File: src/rtl/fc_pkg.sv
package fc_pkg;
  localparam int TH_W     = 9;
  localparam int QUANT_SH = 6;
  localparam int CFG_W    = 21;
  localparam int STOP_LSB = 0;
  localparam int RES_LSB  = 12;
  localparam logic [CFG_W-1:0] CFG_RST = 21'h00078;

  typedef enum logic [1:0] {
    ST_IDLE     = 2'd0,
    ST_STOP_ACK = 2'd1,
    ST_RES_WAIT = 2'd2,
    ST_RES_ACK  = 2'd3
  } fc_state_e;
endpackage

File: src/rtl/fc_thresh_reg.sv
module fc_thresh_reg
  import fc_pkg::*;
(
  input  logic             clk,
  input  logic             rst,
  input  logic             we,
  input  logic [CFG_W-1:0] wdata,
  output logic [TH_W-1:0]  stop_mark,
  output logic [TH_W-1:0]  res_mark
);
  logic unused_gap;
  assign unused_gap = ^wdata[RES_LSB-1:STOP_LSB+TH_W];

  always_ff @(posedge clk) begin
    if (rst) begin
      stop_mark <= CFG_RST[STOP_LSB +: TH_W];
      res_mark  <= CFG_RST[RES_LSB +: TH_W];
    end else if (we) begin
      stop_mark <= wdata[STOP_LSB +: TH_W];
      res_mark  <= wdata[RES_LSB +: TH_W];
    end
  end
endmodule

File: src/rtl/fc_cross_detect.sv
module fc_cross_detect
  import fc_pkg::*;
#(
  parameter int OCC_W = 16
) (
  input  logic [OCC_W-1:0] occupancy,
  input  logic [TH_W-1:0]  stop_mark,
  input  logic [TH_W-1:0]  res_mark,
  input  logic [TH_W-1:0]  fifo_units,
  output logic             over_stop,
  output logic             under_res,
  output logic             res_off
);
  localparam int MARK_W = TH_W + QUANT_SH;
  localparam int CMP_W  = ((OCC_W > MARK_W) ? OCC_W : MARK_W) + 1;

  logic [CMP_W-1:0] occ_x, stop_x, res_x;

  always_comb begin
    occ_x  = CMP_W'(occupancy);
    stop_x = CMP_W'({stop_mark, {QUANT_SH{1'b0}}});
    res_x  = CMP_W'({res_mark, {QUANT_SH{1'b0}}});
    over_stop = occ_x > stop_x;
    under_res = occ_x < res_x;
    res_off   = (res_mark == fifo_units);
  end
endmodule

File: src/rtl/fc_pause_fsm.sv
module fc_pause_fsm
  import fc_pkg::*;
(
  input  logic       clk,
  input  logic       rst,
  input  logic       enable,
  input  logic       ack,
  input  logic       over_stop,
  input  logic       under_res,
  input  logic       res_off,
  output logic [1:0] state,
  output logic       req,
  output logic       xon
);
  fc_state_e cur, nxt;

  always_comb begin
    nxt = cur;
    if (!enable) begin
      nxt = ST_IDLE;
    end else begin
      unique case (cur)
        ST_IDLE:     if (over_stop) nxt = ST_STOP_ACK;
        ST_STOP_ACK: if (ack) nxt = ST_RES_WAIT;
        ST_RES_WAIT: begin
          if (res_off) begin
            if (!over_stop) nxt = ST_IDLE;
          end else if (under_res) begin
            nxt = ST_RES_ACK;
          end
        end
        ST_RES_ACK:  if (ack) nxt = ST_IDLE;
        default:     nxt = ST_IDLE;
      endcase
    end
  end

  always_ff @(posedge clk) begin
    if (rst) begin
      cur <= ST_IDLE;
      req <= 1'b0;
      xon <= 1'b0;
    end else begin
      cur <= nxt;
      req <= (nxt == ST_STOP_ACK) || (nxt == ST_RES_ACK);
      xon <= (nxt == ST_RES_ACK);
    end
  end

  assign state = cur;
endmodule

File: src/rtl/rx_pause_ctrl.sv
module rx_pause_ctrl
  import fc_pkg::*;
#(
  parameter int OCC_W = 16
) (
  input  logic             clk,
  input  logic             rst,
  input  logic             enable,
  input  logic [OCC_W-1:0] occupancy,
  input  logic [8:0]       fifo_units,
  input  logic             cfg_we,
  input  logic [20:0]      cfg_wdata,
  input  logic             mac_ack,
  output logic             pause_req,
  output logic             pause_xon,
  output logic [1:0]       fsm_state
);
  logic [TH_W-1:0] stop_mark, res_mark;
  logic            over_stop, under_res, res_off;

  fc_thresh_reg u_thr (
    .clk(clk), .rst(rst), .we(cfg_we), .wdata(cfg_wdata),
    .stop_mark(stop_mark), .res_mark(res_mark)
  );

  fc_cross_detect #(.OCC_W(OCC_W)) u_cmp (
    .occupancy(occupancy), .stop_mark(stop_mark), .res_mark(res_mark),
    .fifo_units(fifo_units), .over_stop(over_stop),
    .under_res(under_res), .res_off(res_off)
  );

  fc_pause_fsm u_fsm (
    .clk(clk), .rst(rst), .enable(enable), .ack(mac_ack),
    .over_stop(over_stop), .under_res(under_res), .res_off(res_off),
    .state(fsm_state), .req(pause_req), .xon(pause_xon)
  );
endmodule

File: config.mk
export PLATFORM = sky130hd
export DESIGN_NAME = rx_pause_ctrl
export DESIGN_NICKNAME = d
export VERILOG_FILES = /design/src/rtl/fc_pkg.sv /design/src/rtl/fc_thresh_reg.sv /design/src/rtl/fc_cross_detect.sv /design/src/rtl/fc_pause_fsm.sv /design/src/rtl/rx_pause_ctrl.sv
export SDC_FILE = /design/constraint.sdc
export NUM_CORES = 1
export LEC_CHECK = 0
export BUFFER_PORTS_ARGS = -buffer_cell sky130_fd_sc_hd__buf_4
export CAP_MARGIN = 10
export CORE_ASPECT_RATIO = 1.4
export CORE_UTILIZATION = 48
export DETAILED_ROUTE_END_ITERATION = 10
export PLACE_DENSITY = 0.8
export SLEW_MARGIN = 0
export SYNTH_ARGS = -nofsm -noshare
export SYNTH_HDL_FRONTEND = slang
export SYNTH_SLANG_ARGS = --single-unit
export TNS_END_PERCENT = 1
File: constraint.sdc
create_clock -name clk -period 2 [get_ports clk]
set_input_delay 0.2 -clock clk [delete_from_list [all_inputs] [get_ports clk]]
set_output_delay 0.2 -clock clk [all_outputs]
set_load 0.05 [all_outputs]
==> reports/results.txt <==
delay-heaviest family, CP -> compound AO/OA/AOI/OAI gates
initial core utilization -> 50.6%
Post-Route WL -> 3160 um
1st-pass router iterations -> 4
CP Capture Type -> register
first-pass GRT wire length -> 5420 um
worst relative slew slack -> 79.2%
crit-path max FO -> 3
Startpoint Class -> register
Reg2Reg Depth -> 7
# rows -> 22
Worst EP required -> 2.20 ns
design area -> 1800 um2
largest area contributor in the netlist -> dfxtp_1
via/cell ratio -> 5.23
Setup CP Type -> reg -> reg
Area Growth Syn to Fin -> 34.5%
antenna-violating nets left -> 0
P per Cell Area -> 522 nW/um2
core box area -> 2640 um2
FF-to-FF Start -> u_thr.res_mark[6]
Worst-Margin Slew -> 0.311 ns
Die W -> 46.6 um
dpl ws -> 0.0830 ns
initial antenna violation count -> 0
Tmin final -> 1.89 ns
post-synth cell types -> 28
Worst path depth -> 7
worst setup margin -> 0.105 ns
asr flop ratio synth -> 0%
Clock Pin Slew Worst Setup and Hold Paths -> 0.12 ns
Fmax -> 528 MHz
final hold viol count -> 0
TritonCTS Buffers -> 3
post-synthesis sequential area ratio -> 31.4%
Final Cycle Share -> 94.7%
Pwr Total -> 938 uW
# IOs -> 55
Main synth FF type -> dfxtp_1
CTS sink cnt -> 21
Critical-path top delay cell -> dfxtp_1
detailed-route DRC error count -> 0
Nets -> 271
Post-Syn Instances -> 151
Worst Path Buf+Inv -> 1
register bit total from synthesis -> 21
hold-fix buffers at CTS -> 0
port bufs -> 51
final non-filler cell total -> 238
worst clock skew -> 0.00408 ns
Mapped Area -> 1340 um2
CP endpoint -> u_fsm.req
RePlAce Congestion -> 0.856
DR vias -> 1244
synth top area cells -> dfxtp_1, ha_1, mux2i_1, inv_1, nor2_1
CP startpoint -> u_thr.res_mark[6]
peak supply drop -> 0.457 mV
setup violators final -> 0
Initial DRC Count -> 29
CTS root buf -> clkbuf_4
EDFF count, synth -> 0
H-tree depth -> 1
die footprint -> 3000 um2
share of cells above drive strength 1 -> 31.7%
CP arrival -> 2.10 ns
ant diodes -> 0
Synth warnings -> 0
crit path cell chain -> inv_1 -> ha_1 -> a21o_1 -> a2111oi_4 -> o41a_2 -> a32oi_2 -> a2111oi_2
vias in the first global route -> 1356
crit-path max cell delay -> 0.39 ns
Pleak -> 0.000876 uW
largest net degree at the start of global routing -> 23
Final Slew Violations -> 0
TritonCTS clock tree -> built
worst min path class -> in -> reg
R2R setup slack -> 0.11 ns
outcome -> completed
Post-DP HPWL -> 2580 um
Mean Syn Cell Area -> 8.86 um2
GRT Total Usage -> 24.1%
Die Ht -> 64.5 um
Syn Nets -> 219
clock buffer depth -> 2
Placed Cells -> 233
RR Endpoint -> u_fsm.req
Max Cap Viol -> 0
cell area after placement -> 1740 um2
total gr overflow -> 0
share of the synthesized area in the top cell type -> 31.4%
latest clock arrival within the worst-skew pair -> 0.30 ns
DR WL/cell -> 13.3 um
==> per-layer routing <==
layer	share of wire [%]	GRT usage [%]
met1	40	27.1
met4	3.0	10.7
met5	0	0
met2	53	42.2
met3	3.6	3.62
==> cell usage after synthesis (2+ instances only) <==
| master | instances |
|---|---|
| ha_1 | 17 |
| dfxtp_1 | 21 |
| nand2b_1 | 3 |
| mux2i_1 | 14 |
| nand4_1 | 3 |
| a21o_1 | 2 |
| xnor2_1 | 4 |
| a21oi_1 | 7 |
| a211oi_1 | 2 |
| nor2_1 | 17 |
| clkbuf_1 | 3 |
| o211ai_1 | 5 |
| nand4b_1 | 2 |
| nand2_1 | 9 |
| xor2_1 | 7 |
| o21ai_0 | 3 |
| nor4_1 | 2 |
| inv_1 | 20 |
==> cell usage in the layout, fill, tap and decap left out, drive strengths merged <==
master and instances:
a32oi 1, nor4 2, clkinv 1, nand2 9
nand3 1, a21oi 7, or3 1, xor2 7
nor2 17, nand4 3, a2111oi 2, o41a 1
a21o 2, buf 52, dfxtp 21, nor3 1
o21ai 3, inv 20, nand2b 3, a211oi 2
o211ai 5, ha 17, clkbuf 3, nor2b 1
nand4b 2, mux2i 14, xnor2 4
==> logic make-up after synthesis <==
family          after synthesis  synth area share (%)
simple gates                 40                  14.0
buf+inv                      25                  7.39
compound gates               23                  13.6
flops                        21                  31.4
fa+ha+maj                    17                  15.9
mux                          14                  10.5
xor+xnor                     11                  7.20
==> metrics by stage <==
| stage | hold WS [ns] | utilization, % | setup TNS [ns] |
|---|---|---|---|
| CTS | 0.104 | 67.0 | 0 |
| detailed placement | 0.423 | 65.9 | 0 |
| global placement | 0.416 | 65.9 | 0 |
| finish | 0.107 | 68.1 | 0 |
| floorplan | 0.272 | - | 0 |
| global route | 0.0872 | 68.1 | -0.0120 |
==> worst min path at each step <==
stage,startpoint,endpoint,cells past startpoint
finish,cfg_wdata[3],u_thr.stop_mark[3],3
global route,cfg_wdata[3],u_thr.stop_mark[3],3
CTS,cfg_wdata[3],u_thr.stop_mark[3],3
detailed placement,cfg_wdata[6],u_thr.stop_mark[6],3
global placement,cfg_wdata[3],u_thr.stop_mark[3],3
floorplan,rst,u_thr.res_mark[7],1
==> tightest hold or removal path, stage by stage <==
cell and delay [ns]:
buf_4 0.08, nand2_1 0.04, o211ai_1 0.06
==> state kept, by name, indices dropped and copies added, names as in the netlist <==
register         flops
u_thr.res_mark       9
u_thr.stop_mark      9
u_fsm.state          1
u_fsm.xon            1
u_fsm.req            1
==> power breakdown <==
| part | internal, uW | leakage (uW) | switching [uW] |
|---|---|---|---|
| Sequential | 444 | 0.000174 | 17.7 |
| Combinational | 142 | 0.000684 | 130 |
| Clock | 74.4 | 0.0000177 | 131 |
| Total | 660 | 0.000876 | 279 |
==> final cells by class <==
| type | instances | area, um2 |
|---|---|---|
| fillers | 233 | 843 |
| multi-input cells | 105 | 838 |
| flip-flops and latches | 21 | 423 |
| repair buffers | 52 | 390 |
| inverters | 20 | 75.1 |
| well taps | 36 | 45.0 |
| clock buffers | 3 | 22.5 |
| clock inverters | 1 | 5.00 |
==> what timing repair did <==
action                                  4_1_cts  5_1_grt
hold endpoints to repair                      0        0
buffers inserted                              0        1
resized for setup                             0        5
endpoints found under the setup margin        0        2
Note: power is estimated with default switching activity, not from simulation.
